--- src/rtl/pmc_pkg.sv ---
package pmc_pkg;

  localparam int CKS_W     = 3;
  localparam int MAX_SHIFT = 5;
  localparam int CNT_W     = MAX_SHIFT;
  localparam int MODE_N    = 6;

  localparam int MB_HIGH  = 0;
  localparam int MB_MED   = 1;
  localparam int MB_SLEEP = 2;
  localparam int MB_SSTBY = 3;
  localparam int MB_HSTBY = 4;
  localparam int MB_RST   = 5;

  typedef enum logic [2:0] {
    ST_RST   = 3'd0,
    ST_RUN   = 3'd1,
    ST_SLEEP = 3'd2,
    ST_SSTBY = 3'd3,
    ST_HSTBY = 3'd4
  } pmc_state_e;

  // Terminal count of the bus-master divider: 2^min(sel, MAX_SHIFT) - 1
  function automatic logic [CNT_W-1:0] div_limit(input logic [CKS_W-1:0] sel);
    int unsigned sh;
    sh = (int'(sel) > MAX_SHIFT) ? MAX_SHIFT : int'(sel);
    return CNT_W'((32'd1 << sh) - 32'd1);
  endfunction

endpackage

--- src/rtl/pmc_cks_regs.sv ---
module pmc_cks_regs
  import pmc_pkg::*;
#(
  parameter int SEL_W = CKS_W
) (
  input  logic             clk,
  input  logic             rst_n,
  input  logic             clr,
  input  logic             run,
  input  logic             wr,
  input  logic [SEL_W-1:0] wdata,
  input  logic             bus_end,
  output logic [SEL_W-1:0] act_sel,
  output logic             ratio_chg
);

  logic [SEL_W-1:0] req_q, req_d;
  logic [SEL_W-1:0] act_q, act_d;

  // Requested value follows writes; active value follows only at bus end
  always_comb begin
    req_d = req_q;
    act_d = act_q;
    if (clr) begin
      req_d = '0;
      act_d = '0;
    end else if (run) begin
      if (wr)      req_d = wdata;
      if (bus_end) act_d = req_q;
    end
  end

  always_ff @(posedge clk or negedge rst_n) begin
    if (!rst_n) begin
      req_q <= '0;
      act_q <= '0;
    end else begin
      req_q <= req_d;
      act_q <= act_d;
    end
  end

  assign ratio_chg = run && !clr && bus_end && (req_q != act_q);
  assign act_sel   = act_q;

  assert_ratio_waits_bus_end_R2: assert property (@(posedge clk) disable iff (!rst_n)
    (!bus_end && !clr) |=> $stable(act_q));

  assert_field_cleared_R12: assert property (@(posedge clk) disable iff (!rst_n)
    clr |=> (act_q == '0 && req_q == '0));

endmodule

--- src/rtl/pmc_mode_fsm.sv ---
module pmc_mode_fsm
  import pmc_pkg::*;
(
  input  logic       clk,
  input  logic       rst_n,
  input  logic       hw_standby_n,
  input  logic       wdt_ovf,
  input  logic       sleep_req,
  input  logic       sw_standby_en,
  input  logic       low_speed_en,
  input  logic       wdt_clk_sel,
  input  logic       irq_int,
  input  logic       irq_ext,
  output pmc_state_e state
);

  pmc_state_e state_q, state_d;

  always_comb begin
    state_d = state_q;
    if (!hw_standby_n) begin
      state_d = ST_HSTBY;
    end else if (state_q == ST_HSTBY) begin
      state_d = ST_RST;
    end else if (wdt_ovf) begin
      state_d = ST_RST;
    end else begin
      unique case (state_q)
        ST_RST:   state_d = ST_RUN;
        ST_RUN: begin
          if (sleep_req && !low_speed_en) begin
            if (!sw_standby_en)   state_d = ST_SLEEP;
            else if (!wdt_clk_sel) state_d = ST_SSTBY;
          end
        end
        ST_SLEEP: if (irq_int || irq_ext) state_d = ST_RUN;
        ST_SSTBY: if (irq_ext)            state_d = ST_RUN;
        default:  state_d = ST_RST;
      endcase
    end
  end

  always_ff @(posedge clk or negedge rst_n) begin
    if (!rst_n) state_q <= ST_RST;
    else        state_q <= state_d;
  end

  assign state = state_q;

  assert_hw_standby_wins_R11: assert property (@(posedge clk) disable iff (!rst_n)
    !hw_standby_n |=> (state_q == ST_HSTBY));

  assert_wdt_resets_R12: assert property (@(posedge clk) disable iff (!rst_n)
    (hw_standby_n && wdt_ovf) |=> (state_q == ST_RST));

  assert_sstby_needs_ext_R10: assert property (@(posedge clk) disable iff (!rst_n)
    (state_q == ST_SSTBY && !irq_ext && hw_standby_n && !wdt_ovf) |=> (state_q == ST_SSTBY));

  assert_sleep_ignores_req_R13: assert property (@(posedge clk) disable iff (!rst_n)
    (state_q == ST_SLEEP && !irq_int && !irq_ext && hw_standby_n && !wdt_ovf) |=> (state_q == ST_SLEEP));

endmodule

--- src/rtl/pmc_clk_div.sv ---
module pmc_clk_div
  import pmc_pkg::*;
#(
  parameter int DW = CNT_W
) (
  input  logic          clk,
  input  logic          rst_n,
  input  logic          run,
  input  logic          restart,
  input  logic [DW-1:0] lim,
  output logic          ce
);

  logic [DW-1:0] cnt_q, cnt_d;

  always_comb begin
    if (!run || restart)   cnt_d = '0;
    else if (cnt_q == lim) cnt_d = '0;
    else                   cnt_d = cnt_q + 1'b1;
  end

  always_ff @(posedge clk or negedge rst_n) begin
    if (!rst_n) cnt_q <= '0;
    else        cnt_q <= cnt_d;
  end

  assign ce = run && (cnt_q == lim);

  assert_pulse_single_R3: assert property (@(posedge clk) disable iff (!rst_n)
    (ce && lim != '0 && !restart) |=> !ce);

endmodule

--- src/rtl/pwr_mode_ctrl.sv ---
module pwr_mode_ctrl
  import pmc_pkg::*;
(
  input  logic              clk,
  input  logic              rst_n,
  input  logic              sel_wr,
  input  logic [CKS_W-1:0]  sel_wdata,
  input  logic              sw_standby_en,
  input  logic              low_speed_en,
  input  logic              wdt_clk_sel,
  input  logic              sleep_req,
  input  logic              irq_int,
  input  logic              irq_ext,
  input  logic              bus_end,
  input  logic              wdt_ovf,
  input  logic              hw_standby_n,
  output logic [MODE_N-1:0] mode_oh,
  output logic              bm_ce,
  output logic              per_ce
);

  logic [1:0]       sync_q;
  logic             rst_int_n;
  pmc_state_e       state;
  logic             run, clr, ratio_chg;
  logic [CKS_W-1:0] act_sel;

  // Asynchronous assert, synchronous release
  always_ff @(posedge clk or negedge rst_n) begin
    if (!rst_n) sync_q <= '0;
    else        sync_q <= {sync_q[0], 1'b1};
  end
  assign rst_int_n = sync_q[1];

  pmc_mode_fsm u_fsm (
    .clk           (clk),
    .rst_n         (rst_int_n),
    .hw_standby_n  (hw_standby_n),
    .wdt_ovf       (wdt_ovf),
    .sleep_req     (sleep_req),
    .sw_standby_en (sw_standby_en),
    .low_speed_en  (low_speed_en),
    .wdt_clk_sel   (wdt_clk_sel),
    .irq_int       (irq_int),
    .irq_ext       (irq_ext),
    .state         (state)
  );

  assign run = (state == ST_RUN);
  assign clr = (state == ST_RST) || (state == ST_HSTBY);

  pmc_cks_regs #(.SEL_W(CKS_W)) u_sel (
    .clk       (clk),
    .rst_n     (rst_int_n),
    .clr       (clr),
    .run       (run),
    .wr        (sel_wr),
    .wdata     (sel_wdata),
    .bus_end   (bus_end),
    .act_sel   (act_sel),
    .ratio_chg (ratio_chg)
  );

  pmc_clk_div #(.DW(CNT_W)) u_div (
    .clk     (clk),
    .rst_n   (rst_int_n),
    .run     (run),
    .restart (ratio_chg),
    .lim     (div_limit(act_sel)),
    .ce      (bm_ce)
  );

  assign per_ce = (state == ST_RUN) || (state == ST_SLEEP);

  always_comb begin
    mode_oh           = '0;
    mode_oh[MB_HIGH]  = run && (act_sel == '0);
    mode_oh[MB_MED]   = run && (act_sel != '0);
    mode_oh[MB_SLEEP] = (state == ST_SLEEP);
    mode_oh[MB_SSTBY] = (state == ST_SSTBY);
    mode_oh[MB_HSTBY] = (state == ST_HSTBY);
    mode_oh[MB_RST]   = (state == ST_RST);
  end

  assert_mode_onehot_R1: assert property (@(posedge clk) disable iff (!rst_int_n)
    $countones(mode_oh) == 1);

  assert_standby_stops_bm_R7: assert property (@(posedge clk) disable iff (!rst_int_n)
    !per_ce |-> !bm_ce);

endmodule

--- config.mk ---
export PLATFORM = sky130hd
export DESIGN_NAME = pwr_mode_ctrl
export DESIGN_NICKNAME = d
export VERILOG_FILES = /design/src/rtl/pmc_pkg.sv /design/src/rtl/pmc_cks_regs.sv /design/src/rtl/pmc_mode_fsm.sv /design/src/rtl/pmc_clk_div.sv /design/src/rtl/pwr_mode_ctrl.sv
export SDC_FILE = /design/constraint.sdc
export NUM_CORES = 1
export LEC_CHECK = 0
export BUFFER_PORTS_ARGS = -buffer_cell sky130_fd_sc_hd__buf_2
export CORE_MARGIN = 2
export CORE_UTILIZATION = 56
export CTS_CLUSTER_SIZE = 10
export DETAILED_ROUTE_END_ITERATION = 7
export GPL_TIMING_DRIVEN = 1
export PLACE_DENSITY = 0.83
export REMOVE_ABC_BUFFERS = 1
export SLEW_MARGIN = 20
export SYNTH_ARGS = -nofsm -noshare
export SYNTH_HDL_FRONTEND = slang
export SYNTH_HIERARCHICAL = 1
export SYNTH_SLANG_ARGS = --single-unit
--- constraint.sdc ---
create_clock -name clk -period 3.1 [get_ports clk]
set_clock_uncertainty 0.15 [all_clocks]
set_input_delay 0.31 -clock clk [delete_from_list [all_inputs] [get_ports clk]]
set_output_delay 0.31 -clock clk [all_outputs]
set_load 0.01 [all_outputs]
==> results.txt, run 1 <==
The maximum ir drop on the vdd rail is 0.0003168 V. The residual overflow from global routing is 0. The startpoint class of the critical path is a flip-flop. The worst setup path is of the reg -> out kind.

The horizontal die dimension is 45.80 um. The setup TNS came out at 0 ns. At the pin with the least slew margin, the transition time is 0.5713 ns. The total power divided by cell area came out at 335.3 mW/mm^2. For this run, the number of Yosys warnings is 6. The average wire per standard cell is 11.78 um. Counting along the longest clock path gives a buffer depth of 2. The clock-pin slew on the worst setup and hold paths came out at 0.10 ns. After detailed placement, the design holds a cell count of 137. The global-route wire length before repair is 2.622 mm. TritonCTS built the clock tree.

The post-detailed-route via-to-cell ratio is 5.387. The count of endpoints failing setup in the final report came out at 0. The die outline height is 45.80 um.

The area share of the largest cell type after synthesis is 0.4092. The number of synthesized register bits came out at 16. The number of antenna repair diodes is 0.

The layout has 131 filler cells. The max-slew violation count came out at 0. The number of nets with antenna violations after detailed routing is 0. The shortest period the worst path allows is 2.743 ns. Summed over all layers, the routed wires come to 1.673 mm. The worst min-delay path class is in -> reg. The number of gates resized after CTS came out at 0. The primary flip-flop cell chosen by synthesis mapping is dfrtp_1. The flow ran to the end, and the final reports show no timing, DRC or antenna violations. The library cell used most frequently in the layout, excluding fill and tap cells, is buf_2. The number of clock sinks is 16. The count of cell types in the netlist is 34. The fraction of the cycle the final worst path needs came out at 0.8847. The arrival time of the worst setup path is 2.28 ns. The violation count after the first detailed-route iteration came out at 10.

The fraction of layout instances using a drive strength above 1 came out at 0.3280. The cell row count is 15. The HPWL after detailed placement came out at 1.298 mm. For this run, design rule violations remaining after detail routing come to 0. The total via count after detailed routing is 765. The die footprint is 0.002098 mm^2. Pin placement for this block handled 23 I/O pins. The area of the core came out at 0.001689 mm^2. The max-cap violation count came out at 0. The number of buffers added by the clock tree synthesis step came out at 3. The clock latency on the worst-skew pair came out at 0.28 ns. The static leakage is 0.5477 nW. The non-filler instance count after layout came out at 142. The number of endpoints with negative hold slack in the final report is 0. Setup repair after global routing left no endpoint under its margin. In this run, synthesis inferred 0 flip-flops with an integrated enable. Port buffering added 22 buffers. The global router's overall resource usage came out at 0.1758. Leaving out fill and tap cells, the most frequent cells in the layout are buf_2, dfrtp_1, nor2_1, xnor2_1, nand3_1.

For this run, the register share of the synthesized area comes to 0.4092. By area the synthesized netlist is led by dfrtp_1, xnor2_1, a21bo_2. The effective utilization at floorplan came out at 0.5793. At the worst endpoint, the required time is 2.64 ns. The largest driver fanout on the critical path is 6. The worst setup path is captured at an output pin.

Summed over all instances, the cell type with the most area after synthesis is dfrtp_1. For this run, asynchronously set or reset flops after synthesis account for 1.000. The total standard cell area after synthesis came out at 978.4 um^2. The average instance in the mapped netlist occupies 9.883 um^2. The largest net degree at the start of global routing came out at 18. The count of hold-fix buffers inserted at cts is 1. The iteration count of the initial detailed-routing pass is 4. The gate count of the mapped netlist came out at 99. The weighted congestion reported at the end of routability-driven placement is 0.8203. The maximum operating frequency came out at 0.3646 GHz. The number of global-route vias before repair is 616. The number of setup buffers added after CTS came out at 0.

The layout net count came out at 143. The number of H-tree levels is 1. The design draws 0.3851 mW. Headroom to the max-slew limit came out at 0.6191.

The cell sitting at the root of the clock tree is a clkbuf_4. The number of antenna violations at the first check in global routing is 0. Relative to the synthesized area, the layout overhead comes to 17.39%.
==> final timing paths <==
path | startpoint | endpoint | slack, ns | cells past startpoint
setup / recovery | u_sel/act_sel[0] | bm_ce | 0.36 | 7
hold / removal | hw_standby_n | u_fsm/state[2] | 0.02 | 2
setup reg to reg | u_sel/act_sel[0] | u_div/cnt_q[2] | 0.85 | 7
hold reg to reg | sync_q[1] | u_div/cnt_q[1] | 0.09 | 0
max in group asynchronous | sync_q[1] | u_fsm/state[0] | 2.34 | 0
min in group asynchronous | sync_q[1] | u_div/cnt_q[1] | 0.09 | 0
==> cell type report <==
type / count / area (um^2) / area share
clock buffer: 4 / 36.28 / 0.03159
inverter: 6 / 22.52 / 0.01961
multi-input combinational: 75 / 540.5 / 0.4706
sequential: 16 / 400.4 / 0.3486
tap: 17 / 21.27 / 0.01852
timing repair buffer: 24 / 127.6 / 0.1111
==> per-layer routing <==
layer / part of all wire / vias to the layer above / track usage / wire length (um)
li1: - / 394 / - / -
met1: 0.49 / 358 / 0.2325 / 813
met2: 0.48 / 13 / 0.2901 / 809
met3: 0.030 / 0 / 0.04762 / 50
met4: 0 / 0 / 0.03429 / 0
met5: 0 / - / 0 / 0
==> state kept, by name, summed over array words and instances, names as in the netlist <==
signal / count
sync_q: 2
u_sel/req_q: 3
u_div/cnt_q: 5
u_fsm/state: 3
u_sel/act_sel: 3
==> cell usage after synthesis, types with 2 or more instances <==
cell       n
nor2b_1    2
nand2_1    2
o21ai_0    2
nor3b_1    3
xnor2_1    9
inv_1      6
dfrtp_1   16
a21bo_2    6
o211ai_1   2
nand3_1    9
and2_1     2
xor2_1     3
a21oi_1    6
ha_1       2
nor2_1    10
==> critical path: stages (launching register included) <==
cell and delay [ns]:
dfrtp_1 0.45, or3_4 0.44, ha_1 0.22, xor2_1 0.17
xnor2_1 0.20, nand4_2 0.17, nor3b_1 0.19, buf_2 0.15
==> kinds of logic after synthesis <==
group	after synthesis	share of synthesized area
DFF	16	0.4092
muxes	1	0.01023
xor gates and xnor gates	12	0.1074
other	1	0.003833
adders and majority gates	2	0.02557
AOI/OAI and AO/OA	23	0.1867
buffers and inverters	8	0.03836
and+or+nand+nor	36	0.2187
==> per-stage QoR <==
stage                     setup WS (ns)  hold slack, ns  area, um^2  utilization
after floorplan                  0.7724         -0.1356       963.4            -
after global placement           0.7466        -0.05504        1102       0.6526
after detailed placement         0.6609        -0.05431        1102       0.6526
after CTS                        0.3319         0.01010        1149       0.6800
after global routing             0.1947         0.01245        1149       0.6800
final                            0.3574         0.02023        1149       0.6800
==> power by group <==
| group | total, mW | internal, mW | switching (mW) | leakage [nW] |
|---|---|---|---|---|
| Combinational | 0.0295 | 0.0149 | 0.0146 | 0.311 |
| Sequential | 0.218 | 0.211 | 0.00702 | 0.216 |
| Clock | 0.137 | 0.0714 | 0.0661 | 0.0210 |
| Total | 0.385 | 0.297 | 0.0877 | 0.548 |
Note: power is estimated with default switching activity, not from simulation.
==> run 2, diff against run 1 <==
- RECOVER_POWER: default -> 25
==> results.txt, run 2 (synthesis gave the netlist of run 1 again) <==
The worst min-delay path class is in -> reg. Entering global routing, the biggest net connects 18 pins. The number of filler instances in the final layout is 132. The HPWL after detailed placement is 1.298 mm. TritonCTS built the clock tree. The effective utilization at floorplan came out at 0.5793. STA classifies the critical path startpoint as a flip-flop. The number of cells on the critical path is 7. The post-route cell area came out at 0.001147 mm^2. The part of the power in combinational logic is 0.076. The end of the worst register-to-register path is u_div/cnt_q[2]. The worst register-to-register path has a setup slack of 0.85 ns. The static leakage came out at 0.5450 nW.

The worst slew slack as a fraction of its limit came out at 0.6191. The shortest period the worst path allows is 2.743 ns. The routed design uses 809 um of met2 wire. The leading cell type in the layout, fill and taps excluded is buf_2. The startpoint identified for the worst register-to-register timing path is u_sel/act_sel[0]. The number of endpoints with negative hold slack in the final report is 0. The maximum cell stage delay along the critical path came out at 0.45 ns. The horizontal die dimension came out at 45.80 um. The fraction of layout instances using a drive strength above 1 is 0.3200. The completed layout was analyzed and its total power is 0.3849 mW. The required time of the critical path is 2.64 ns. The number of nets with antenna violations after detailed routing came out at 0. The most critical setup path has its endpoint at bm_ce.

Clock tree synthesis inserted a total of 3 buffers. The layout net count came out at 143. The residual overflow from global routing is 0. The sequential share of power is 0.567. The internal power component is 0.2972 mW. The register with the most flip-flops in the final layout is u_div/cnt_q.

The area growth from synthesis to layout came out at 17.26%. The number of antenna violations at the first check in global routing came out at 0. The detailed-route DRC error count came out at 0.

Clock latency on the worst-skew pair, taken at its later pin, is 0.28 ns. In the global route stage, overall resource usage came out at 0.1758. The post-detailed-route via-to-cell ratio came out at 5.387. The global-route wire length before repair is 2.622 mm. The clock power share is 0.357.

The total wirelength of the detailed-routed design is 1.673 mm. The number of buffer and inverter instances along the worst setup path is 1. Routability-driven placement finished with a final weighted congestion of 0.8203.

The slowest stage of the critical path is the dfrtp_1 cell. The non-filler instance count after layout is 142. The worst setup path is of the reg -> out kind. Based on the critical path, the design can be clocked at up to 0.3646 GHz. The met3 wire length came out at 50 um. The number of placed instances with taps included came out at 137. The worst hold margin came out at 0.02023 ns. The top-level port count came out at 23.

The critical path's top delay family is simple AND/OR/NAND/NOR gates. The die footprint came out at 0.002098 mm^2. Summing all placed instances gives a cell area of 0.001102 mm^2. The number of flip-flops in the largest register is 5. The run finished with clean final reports.

The critical path goes through or3_4, ha_1, xor2_1, xnor2_1, nand4_2, nor3b_1, buf_2. The capturing element type of the critical path is an output pin. Of the total power, the share spent switching nets is 0.2279. Data arrives at the worst endpoint at 2.28 ns. The cell at the root of the clock tree is clkbuf_4. The count of port buffers added during placement is 22. The largest driver fanout on the critical path came out at 6. The first detailed-routing pass took 4 iterations.

The number of antenna repair diodes is 0. Setup repair after global routing left no endpoint under its margin. The detailed router used layers up to and including met3. The number of H-tree levels came out at 1. Across the run, the number of max-cap violations was 0.

At the pin with the least slew margin, the transition time is 0.5713 ns. The power dissipated by switching net loads came out at 0.08774 mW. The die outline height came out at 45.80 um. The max-slew violation count came to 0. Dividing total power by cell area gives a power density of 335.5 mW/mm^2. In the final timing run, aggregate negative setup slack is 0 ns. In the final routing, the length of wire on met1 measures 813 um.

In the layout the commonest cells are buf_2, dfrtp_1, nor2_1, xnor2_1, nand3_1. The first routing iteration left 10 violations. The most critical setup path has its startpoint at u_sel/act_sel[0]. The clock tree buffer depth is 2.

The number of global-route vias before repair came out at 616. The area of the core is 0.001689 mm^2. The cell row count is 15.

The maximum ir drop on the vdd rail is 0.0003170 V. Counting cells, the worst reg-to-reg path comes to 7. The fraction of the cycle the final worst path needs came out at 0.8847. Setup violations remaining at the end of the flow were counted as 0. After clock tree synthesis, the clock-pin slew on the worst setup and hold paths is 0.10 ns.

The routed layout has 765 vias. The number of clock sinks came out at 16. The average wire per standard cell came out at 11.78 um.
run 2: changes by cell type in the layout (fill, tap and decap cells not counted):
cell,change
clkbuf_1,+1
buf_2,-1
run 2: stage by stage:
stage	utilization	worst slack, ns
detailed placement	0.6526	0.6609
floorplan	-	0.7724
global placement	0.6526	0.7466
global route	0.6793	0.1947
finish	0.6793	0.3573
CTS	0.6800	0.3319
run 2: power groups by stage:
stage                     combinational [mW]  clock (mW)  sequential (mW)
after floorplan                       0.0129           0            0.221
after global placement                0.0281           0            0.222
after detailed placement              0.0288           0            0.223
after CTS                             0.0298       0.142            0.218
after global routing                  0.0327       0.152            0.219
final                                 0.0294       0.137            0.218
run 2: how the worst min path moves through the flow:
stage / start / to / slack (ns) / cells after the start
floorplan: rst_n / sync_q[0] / -0.14 / 0
global placement: rst_n / sync_q[0] / -0.06 / 1
detailed placement: rst_n / sync_q[1] / -0.05 / 1
CTS: hw_standby_n / u_fsm/state[2] / 0.01 / 2
global route: hw_standby_n / u_fsm/state[2] / 0.01 / 2
finish: hw_standby_n / u_fsm/state[2] / 0.02 / 2
run 2: area by class of cell:
| class | instances | area, um^2 | share of cell area |
|---|---|---|---|
| clock buffer | 4 | 36.28 | 0.03162 |
| timing repair buffer | 24 | 126.4 | 0.1101 |
| sequential | 16 | 400.4 | 0.3490 |
| inverter | 6 | 22.52 | 0.01963 |
| tap | 17 | 21.27 | 0.01854 |
| multi-input combinational | 75 | 540.5 | 0.4711 |
run 2: routing by layer:
layer,up-vias,global-route usage
li1,394,-
met1,358,0.2325
met2,13,0.2901
met3,0,0.04762
met4,0,0.03429
met5,-,0
run 2: repair_timing:
action                    4_1_cts  5_1_grt
hold buffers                    1        0
gates resized for setup         0        0
setup buffers                   0        0
hold endpoints to repair        2        0
